### config.mk
export PLATFORM = sky130hd
export DESIGN_NAME = sd_cmd_issue
export DESIGN_NICKNAME = d
export VERILOG_FILES = /design/src/rtl/sdc_pkg.sv /design/src/rtl/sdc_sreset.sv /design/src/rtl/sdc_int_status.sv /design/src/rtl/sdc_cmd_ctrl.sv /design/src/rtl/sd_cmd_issue.sv
export SDC_FILE = /design/constraint.sdc
export NUM_CORES = 1
export LEC_CHECK = 0
export BUFFER_PORTS_ARGS = -buffer_cell sky130_fd_sc_hd__buf_2
export CELL_PAD_IN_SITES_DETAIL_PLACEMENT = 1
export CELL_PAD_IN_SITES_GLOBAL_PLACEMENT = 1
export CORE_MARGIN = 4
export CORE_UTILIZATION = 25
export CTS_BUF_LIST = sky130_fd_sc_hd__clkbuf_8 sky130_fd_sc_hd__clkbuf_16
export CTS_CLUSTER_DIAMETER = 200
export DETAILED_ROUTE_END_ITERATION = 12
export PLACE_DENSITY = 0.62
export SYNTH_ARGS = -nofsm -noshare
export SYNTH_HDL_FRONTEND = slang
export SYNTH_HIERARCHICAL = 1
export SYNTH_SLANG_ARGS = --single-unit
export TNS_END_PERCENT = 20
### constraint.sdc
create_clock -name clk -period 5.2 [get_ports clk]
set_clock_uncertainty 0.15 [all_clocks]
set_input_delay 0.26 -clock clk [delete_from_list [all_inputs] [get_ports clk]]
set_output_delay 0.26 -clock clk [all_outputs]
set_load 0.01 [all_outputs]
### src/rtl/sdc_pkg.sv
// Shared definitions for the SD command issue unit: register word
// addresses and response-type encodings of the command code.
package sdc_pkg;
    localparam int ADDR_W = 4;

    typedef enum logic [ADDR_W-1:0] {
        A_ARG   = 4'd0,
        A_CMD   = 4'd1,
        A_RSP0  = 4'd2,
        A_RSP1  = 4'd3,
        A_RSP2  = 4'd4,
        A_RSP3  = 4'd5,
        A_STATE = 4'd6,
        A_ISTAT = 4'd7,
        A_IEN   = 4'd8,
        A_SRST  = 4'd9
    } sdc_addr_e;

    localparam logic [1:0] RT_NONE  = 2'b00;
    localparam logic [1:0] RT_LONG  = 2'b01;
    localparam logic [1:0] RT_SHORT = 2'b10;
    localparam logic [1:0] RT_BUSY  = 2'b11;

    // Code bit positions
    localparam int CB_CRC  = 3;
    localparam int CB_IDX  = 4;
    localparam int CB_DATA = 5;
endpackage

### src/rtl/sdc_sreset.sv
// Self-clearing software reset bits. A write of 1 to a scope bit starts
// (or restarts) a hold of HOLD cycles during which the bit reads as 1.
// Assumes HOLD >= 2. Writes of 0 have no effect.
module sdc_sreset #(
    parameter int SCOPES = 3,
    parameter int HOLD   = 4
) (
    input  logic              clk,
    input  logic              rst_n,
    input  logic              wr,
    input  logic [SCOPES-1:0] wdata,
    output logic [SCOPES-1:0] active
);
    localparam int CW = $clog2(HOLD + 1);

    for (genvar g = 0; g < SCOPES; g++) begin : g_scope
        logic [CW-1:0] cnt;

        // Hold counter per scope; the active bit drops after HOLD cycles
        always_ff @(posedge clk) begin
            if (!rst_n) begin
                active[g] <= 1'b0;
                cnt       <= '0;
            end else if (wr && wdata[g]) begin
                active[g] <= 1'b1;
                cnt       <= '0;
            end else if (active[g]) begin
                if (cnt == CW'(HOLD - 1)) begin
                    active[g] <= 1'b0;
                    cnt       <= '0;
                end else begin
                    cnt <= cnt + 1'b1;
                end
            end
        end

        // an idle scope has a parked counter
        p_idle_parked_r12: assert property (@(posedge clk) disable iff (!rst_n)
            !active[g] |-> cnt == '0);
        // a fresh write is visible on the next cycle
        p_write_seen_r12: assert property (@(posedge clk) disable iff (!rst_n)
            (wr && wdata[g]) |=> active[g]);
    end
endmodule

### src/rtl/sdc_int_status.sv
// Normal and error interrupt status with per-bit enable and
// write-one-to-clear. Normal bit NB-1 is a read-only summary of the
// error half. A set in the same cycle as a clear wins.
module sdc_int_status #(
    parameter int NB = 16
) (
    input  logic            clk,
    input  logic            rst_n,
    input  logic            clr_all,
    input  logic [NB-2:0]   set_norm,
    input  logic [NB-1:0]   set_err,
    input  logic [NB-2:0]   en_norm,
    input  logic [NB-1:0]   en_err,
    input  logic            w1c_wr,
    input  logic [2*NB-2:0] w1c_data,   // {err[NB-1:0], norm[NB-2:0]}
    output logic [2*NB-1:0] status_rd
);
    logic [NB-2:0] norm_q;
    logic [NB-1:0] err_q;

    for (genvar g = 0; g < NB - 1; g++) begin : g_norm
        // Normal status bit: latch on enabled set, drop on write of 1
        always_ff @(posedge clk) begin
            if (!rst_n || clr_all)                norm_q[g] <= 1'b0;
            else if (set_norm[g] && en_norm[g])  norm_q[g] <= 1'b1;
            else if (w1c_wr && w1c_data[g])      norm_q[g] <= 1'b0;
        end

        // with enable low a clear bit stays clear
        p_norm_gate_r11: assert property (@(posedge clk) disable iff (!rst_n)
            (!en_norm[g] && !norm_q[g]) |=> !norm_q[g]);
        // a write of 1 with no competing set clears the bit
        p_norm_w1c_r10: assert property (@(posedge clk) disable iff (!rst_n)
            (w1c_wr && w1c_data[g] && !set_norm[g]) |=> !norm_q[g]);
    end

    for (genvar g = 0; g < NB; g++) begin : g_err
        // Error status bit: latch on enabled set, drop on write of 1
        always_ff @(posedge clk) begin
            if (!rst_n || clr_all)              err_q[g] <= 1'b0;
            else if (set_err[g] && en_err[g])  err_q[g] <= 1'b1;
            else if (w1c_wr && w1c_data[NB-1+g]) err_q[g] <= 1'b0;
        end

        // with enable low a clear error bit stays clear
        p_err_gate_r11: assert property (@(posedge clk) disable iff (!rst_n)
            (!en_err[g] && !err_q[g]) |=> !err_q[g]);
    end

    // Read view with the error summary in the top normal bit
    always_comb status_rd = {err_q, |err_q, norm_q};

    // summary bit agrees with the error half
    p_summary_r9: assert property (@(posedge clk) disable iff (!rst_n)
        status_rd[NB-1] == (status_rd[2*NB-1:NB] != '0));
endmodule

### src/rtl/sdc_cmd_ctrl.sv
// Command launch and completion tracking: command and data inhibit,
// the response timeout counted in card ticks, and the start strobe.
// Assumes rsp_done and card_tick are single-cycle pulses.
module sdc_cmd_ctrl #(
    parameter int TIMEOUT_TICKS = 64
) (
    input  logic clk,
    input  logic rst_n,
    input  logic cmd_rst,
    input  logic dat_rst,
    input  logic launch_req,
    input  logic launch_needs_dat,
    input  logic card_tick,
    input  logic rsp_done,
    input  logic dat_done,
    output logic cmd_inh,
    output logic dat_inh,
    output logic launch_ok,
    output logic ser_start,
    output logic rsp_end,
    output logic timeout_hit
);
    localparam int TO_W = $clog2(TIMEOUT_TICKS);

    logic [TO_W-1:0] to_cnt;

    // Launch acceptance and the two command outcomes
    always_comb begin
        launch_ok   = launch_req && !cmd_inh && !cmd_rst
                      && !(launch_needs_dat && dat_inh);
        rsp_end     = rsp_done && cmd_inh && !cmd_rst;
        timeout_hit = cmd_inh && !cmd_rst && !rsp_done && card_tick
                      && (to_cnt == TO_W'(TIMEOUT_TICKS - 1));
    end

    // Command inhibit: set on launch, cleared by response, timeout or reset
    always_ff @(posedge clk) begin
        if (!rst_n || cmd_rst)          cmd_inh <= 1'b0;
        else if (launch_ok)             cmd_inh <= 1'b1;
        else if (rsp_end || timeout_hit) cmd_inh <= 1'b0;
    end

    // Data inhibit: set by busy/data commands, cleared by the data side
    always_ff @(posedge clk) begin
        if (!rst_n || dat_rst)                 dat_inh <= 1'b0;
        else if (launch_ok && launch_needs_dat) dat_inh <= 1'b1;
        else if (dat_done || timeout_hit)      dat_inh <= 1'b0;
    end

    // Timeout counter of card ticks while a command is outstanding
    always_ff @(posedge clk) begin
        if (!rst_n || cmd_rst || launch_ok)       to_cnt <= '0;
        else if (cmd_inh && card_tick && !timeout_hit) to_cnt <= to_cnt + 1'b1;
    end

    // One-cycle start strobe toward the serializer
    always_ff @(posedge clk) begin
        if (!rst_n) ser_start <= 1'b0;
        else        ser_start <= launch_ok;
    end

    // a start strobe always comes with the command held inhibited
    p_start_inhibited_r2: assert property (@(posedge clk) disable iff (!rst_n)
        ser_start |-> cmd_inh);
    // a write during inhibit produces no start
    p_busy_ignored_r3: assert property (@(posedge clk) disable iff (!rst_n)
        (launch_req && cmd_inh) |=> !ser_start);
    // a data-needing command is held off by data inhibit
    p_dat_gate_r4: assert property (@(posedge clk) disable iff (!rst_n)
        (launch_req && launch_needs_dat && dat_inh) |=> !ser_start);
    // a timeout releases the command line
    p_timeout_release_r7: assert property (@(posedge clk) disable iff (!rst_n)
        timeout_hit |=> !cmd_inh);
    // response end and timeout never coincide
    p_one_outcome_r6: assert property (@(posedge clk) disable iff (!rst_n)
        !(rsp_end && timeout_hit));
    // command reset leaves the line free on the next cycle
    p_cmd_reset_r13: assert property (@(posedge clk) disable iff (!rst_n)
        cmd_rst |=> !cmd_inh);
endmodule

### src/rtl/sd_cmd_issue.sv
// SD command issue and status unit. Register decode, argument/command
// storage, response capture, and wiring of the inhibit, status and
// software-reset sub-blocks. Reads are combinational from bus_addr;
// writes take effect on the clock edge where bus_wr is high.
module sd_cmd_issue
    import sdc_pkg::*;
#(
    parameter int TIMEOUT_TICKS = 64,
    parameter int RST_HOLD      = 4
) (
    input  logic         clk,
    input  logic         rst_n,
    input  logic         bus_wr,
    input  logic [3:0]   bus_addr,
    input  logic [31:0]  bus_wdata,
    output logic [31:0]  bus_rdata,
    input  logic         card_present,
    input  logic         card_tick,
    output logic         ser_start,
    output logic [5:0]   ser_index,
    output logic [7:0]   ser_code,
    output logic [31:0]  ser_arg,
    output logic         ser_abort,
    input  logic         rsp_done,
    input  logic         rsp_crc_bad,
    input  logic         rsp_idx_bad,
    input  logic [127:0] rsp_data,
    input  logic         dat_done,
    output logic         dat_abort
);
    localparam int NB      = 16;
    localparam int RWORDS  = 4;
    localparam int SCOPES  = 3;

    logic [31:0]        arg_q;
    logic [15:0]        cmd_q;
    logic [31:0]        rsp_q [RWORDS];
    logic [31:0]        ien_q;
    logic [SCOPES-1:0]  srst_act;
    logic               all_rst, cmd_rst, dat_rst;
    logic               wr_arg, wr_cmd, wr_istat, wr_ien, wr_srst;
    logic               new_needs_dat;
    logic               cmd_inh, dat_inh, launch_ok, rsp_end, timeout_hit;
    logic               crc_fail, idx_fail;
    logic [NB-2:0]      set_norm;
    logic [NB-1:0]      set_err;
    logic [2*NB-1:0]    status_rd;

    // Write strobes per register word
    always_comb begin
        wr_arg   = bus_wr && (bus_addr == A_ARG);
        wr_cmd   = bus_wr && (bus_addr == A_CMD);
        wr_istat = bus_wr && (bus_addr == A_ISTAT);
        wr_ien   = bus_wr && (bus_addr == A_IEN);
        wr_srst  = bus_wr && (bus_addr == A_SRST);
    end

    // Reset scopes: bit 0 covers both paths and the registers
    always_comb begin
        all_rst   = srst_act[0];
        cmd_rst   = srst_act[0] | srst_act[1];
        dat_rst   = srst_act[0] | srst_act[2];
        ser_abort = cmd_rst;
        dat_abort = dat_rst;
    end

    // Decode of the code bits that need the data side
    always_comb new_needs_dat = (bus_wdata[1:0] == RT_BUSY) || bus_wdata[CB_DATA];

    sdc_sreset #(.SCOPES(SCOPES), .HOLD(RST_HOLD)) u_srst (
        .clk    (clk),
        .rst_n  (rst_n),
        .wr     (wr_srst),
        .wdata  (bus_wdata[SCOPES-1:0]),
        .active (srst_act)
    );

    sdc_cmd_ctrl #(.TIMEOUT_TICKS(TIMEOUT_TICKS)) u_ctrl (
        .clk              (clk),
        .rst_n            (rst_n),
        .cmd_rst          (cmd_rst),
        .dat_rst          (dat_rst),
        .launch_req       (wr_cmd),
        .launch_needs_dat (new_needs_dat),
        .card_tick        (card_tick),
        .rsp_done         (rsp_done),
        .dat_done         (dat_done),
        .cmd_inh          (cmd_inh),
        .dat_inh          (dat_inh),
        .launch_ok        (launch_ok),
        .ser_start        (ser_start),
        .rsp_end          (rsp_end),
        .timeout_hit      (timeout_hit)
    );

    // Argument register
    always_ff @(posedge clk) begin
        if (!rst_n || all_rst) arg_q <= '0;
        else if (wr_arg)       arg_q <= bus_wdata;
    end

    // Command register: only an accepted launch updates it
    always_ff @(posedge clk) begin
        if (!rst_n || all_rst) cmd_q <= '0;
        else if (launch_ok)    cmd_q <= bus_wdata[15:0];
    end

    // Interrupt enable register
    always_ff @(posedge clk) begin
        if (!rst_n || all_rst) ien_q <= '0;
        else if (wr_ien)       ien_q <= bus_wdata;
    end

    // Response capture, one word per generate step
    for (genvar w = 0; w < RWORDS; w++) begin : g_rsp
        logic take;
        always_comb begin
            if (w == 0) take = rsp_end && (cmd_q[1:0] != RT_NONE);
            else        take = rsp_end && (cmd_q[1:0] == RT_LONG);
        end
        // Response word w storage
        always_ff @(posedge clk) begin
            if (!rst_n || all_rst) rsp_q[w] <= '0;
            else if (take)         rsp_q[w] <= rsp_data[32*w +: 32];
        end
    end

    // Check failures of the response that just ended
    always_comb begin
        crc_fail = rsp_end && cmd_q[CB_CRC] && rsp_crc_bad;
        idx_fail = rsp_end && cmd_q[CB_IDX] && rsp_idx_bad;
        set_norm = '0;
        set_norm[0] = rsp_end && !crc_fail && !idx_fail;
        set_err = '0;
        set_err[0] = timeout_hit;
        set_err[1] = crc_fail;
        set_err[3] = idx_fail;
    end

    sdc_int_status #(.NB(NB)) u_stat (
        .clk       (clk),
        .rst_n     (rst_n),
        .clr_all   (all_rst),
        .set_norm  (set_norm),
        .set_err   (set_err),
        .en_norm   (ien_q[NB-2:0]),
        .en_err    (ien_q[2*NB-1:NB]),
        .w1c_wr    (wr_istat),
        .w1c_data  ({bus_wdata[2*NB-1:NB], bus_wdata[NB-2:0]}),
        .status_rd (status_rd)
    );

    // Serializer-facing command fields
    always_comb begin
        ser_index = cmd_q[13:8];
        ser_code  = cmd_q[7:0];
        ser_arg   = arg_q;
    end

    // Read multiplexer
    always_comb begin
        unique case (bus_addr)
            A_ARG:   bus_rdata = arg_q;
            A_CMD:   bus_rdata = {16'h0, cmd_q};
            A_RSP0:  bus_rdata = rsp_q[0];
            A_RSP1:  bus_rdata = rsp_q[1];
            A_RSP2:  bus_rdata = rsp_q[2];
            A_RSP3:  bus_rdata = rsp_q[3];
            A_STATE: bus_rdata = {15'h0, card_present, 14'h0, dat_inh, cmd_inh};
            A_ISTAT: bus_rdata = status_rd;
            A_IEN:   bus_rdata = ien_q;
            A_SRST:  bus_rdata = {{(32-SCOPES){1'b0}}, srst_act};
            default: bus_rdata = '0;
        endcase
    end

    // a no-response command leaves the first response word alone
    p_none_keeps_r5: assert property (@(posedge clk) disable iff (!rst_n || all_rst)
        (rsp_end && cmd_q[1:0] == RT_NONE) |=> $stable(rsp_q[0]));
    // a refused write leaves the command word unchanged
    p_cmd_kept_r3: assert property (@(posedge clk) disable iff (!rst_n || all_rst)
        (wr_cmd && cmd_inh) |=> $stable(cmd_q));
    // responses during a command reset raise no completion
    p_reset_silent_r13: assert property (@(posedge clk) disable iff (!rst_n)
        (cmd_rst && !all_rst) |=> !($rose(status_rd[0])));
endmodule

==> metrics.txt <==
GRT overflow 0; RSZ-0062 raised after global routing false; Worst Path Max Fanout 73; DRC errors left 0; worst-path cell chain or2_2, nor3b_1, nand3b_1, nand2_4, buf_4; sequential cell area 6490 µm²; setup TNS 0 ns; 1st-pass router iterations 6; Placeable Area 47700 µm²; die area 52000 µm²; Starting DRT DRC Count 868; required time worst endpoint 5.27 ns; synth top area cells edfxtp_1, dfxtp_1, and2_1; Multi-input gate area 5170 µm²; Post-Syn Area 12100 µm²; H-tree lvl count 1; clk root buf clkbuf_16; CTS tree done; total CTS buffers 29; total setup buffers inserted after CTS 0; Synth warnings 6; post-DP HPWL 37.3 mm; ys async rst share 0; # clock sinks 260; fin crit period 3.31 ns; crit path DAT 3.38 ns; nets@finish 1744; Hold Path Depth 2; post-route ant nets 0; number of flops mapped to enable cells by yosys 128; worst vdd ir 0.204 mV; later-pin clock latency in the skew report 0.55 ns; Fillers 5400; Worst Tran Pin Value 1.12 ns; layout cells sized above 1 0.222; Die Y 228 µm; vias in the first global route 11000; Buf/Inv on CP 1; pin count of the biggest net entering global routing 82; synth cell count leaders nand2_1, and2_1, dfxtp_1; endpoints failing hold 0; Slowest cell on crit path nand2_4; routed length per instance 23.1 µm; non-filler cells, final 2203; Final setup viols 0; IO Pins 254; Fmax achieved 302 MHz; max cap viols 0; mean area per synthesized cell 10.4 µm²; CP Depth 5; first-pass GRT wire length 73.7 mm; Cell variety after synth 72; Syn-to-layout area delta 35.8%; total global-route track usage 0.186; Synth Register Bits 260; CP delay by family, top simple AND/OR/NAND/NOR gates; PwrDens 285 nW/µm²; largest area contributor in the netlist edfxtp_1; final wirelength 50.8 mm; Initial Utilization 0.253; Crit path largest cell delay 0.78 ns; Via density 4.78; sequential fraction of the synthesis area 0.536; CTS max path bufs 3; area share of the largest cell type after synthesis 0.318; count leader, synth nand2_1; vias 10500; Hold Crit Class reg2reg; Row Count 80; Reg2Reg Setup Slack 1.89 ns; Slew Limit Fails 0; ys flop type dfxtp_1; status completed; startpoint class of the critical path flip-flop; initial antenna violation count 4; RD Place Congestion 0.912; Final Cycle Share 0.636; # diodes 0; port buffer count 253; critical path class reg2reg; P_leak 6.49 nW; Clock transition at path regs 0.06 ns; r2r worst-path depth 5; Placed Instances 1983; Die W 228 µm; CP Capture Type flip-flop; relative slew slack 0.252; Gate Count Post-Synth 1167
-- where the power goes --
group          internal [mW]  switching (mW)
Sequential              2.20          0.0321
Combinational          0.199           0.248
Clock                   1.17           0.830
-- worst min-delay path: stages (launching register included) --
cell,delay [ns]
dfxtp_1,0.31
nand2_1,0.05
nor2_1,0.03
-- metrics by stage --
step           instance area (µm²)  power [mW]  worst slack [ns]  utilization  hold slack, ns
2_1_floorplan                12200        2.43              1.28            -           0.213
3_3_place_gp                 13800        2.61              1.85        0.289           0.265
5_1_grt                      16400        4.84              1.61        0.344           0.307
4_1_cts                      16400        4.72              1.66        0.344           0.285
3_5_place_dp                 13800        2.62              1.68        0.289           0.274
6_report                     16400        4.68              1.89        0.344           0.282
-- placed cells by master (no fill, tap or decap), drive strengths merged, types with 14 or more instances in the layout --
master and n:
a21bo 31, a21oi 114, a22o 16, a22oi 33, and2 133, buf 267
clkbuf 33, conb 27, dfxtp 132, dlygate4sd3 167, edfxtp 128, inv 20
mux2 14, mux2i 52, nand2 197, nand2b 14, nor2 51
-- timing repair --
| item | CTS | global route |
|---|---|---|
| gates resized for setup | 0 | 0 |
| hold buffers | 167 | 0 |
| endpoints found under the hold margin | 257 | 0 |
-- metal layers --
| layer | part of all wire | vias up | track usage |
|---|---|---|---|
| li1 | - | 4933 | - |
| met1 | 0.45 | 5173 | 0.257 |
| met2 | 0.46 | 344 | 0.302 |
| met3 | 0.061 | 62 | 0.0316 |
| met4 | 0.028 | 8 | 0.0540 |
| met5 | 0.0012 | - | 0 |
-- sequential cells by signal, indices dropped and copies added (netlist names) --
name,count
u_ctrl/to_cnt,6
u_ctrl/ser_start,1
u_srst/active,3
cmd_q,16
rsp_q,128
u_stat/status_rd,31
ser_arg,32
ien_q,32
u_ctrl/dat_inh,1
u_srst/g_scope.cnt,9
u_ctrl/cmd_inh,1
-- cell families after synthesis --
kind of cell    synth area share
mux                       0.0579
fa+ha+maj                0.00414
xor+xnor                0.000724
simple gates               0.188
other cells             0.000310
buf+inv                   0.0458
compound gates             0.166
flops                      0.536
-- worst paths after layout --
| kind | startpoint | endpoint |
|---|---|---|
| max | u_srst/active[0]$_SDFF_PN0_ | rsp_q[1][1]$_SDFFCE_PN0P_ |
| min reg2reg | u_srst/g_scope[1].cnt[2]$_SDFFE_PP0P_ | u_srst/g_scope[1].cnt[2]$_SDFFE_PP0P_ |
| max reg2reg | u_srst/active[0]$_SDFF_PN0_ | rsp_q[1][1]$_SDFFCE_PN0P_ |
| min | u_srst/g_scope[1].cnt[2]$_SDFFE_PP0P_ | u_srst/g_scope[1].cnt[2]$_SDFFE_PP0P_ |
-- layout make-up --
| type | count | area share |
|---|---|---|
| Timing Repair Buffer | 434 | 0.186 |
| Sequential cell | 260 | 0.395 |
| Multi-Input combinational cell | 836 | 0.315 |
| Clock buffer | 33 | 0.0482 |
| Tap cell | 615 | 0.0468 |
| Clock inverter | 19 | 0.00777 |
| Inverter | 6 | 0.00137 |
Note: power is estimated with default switching activity, not from simulation.
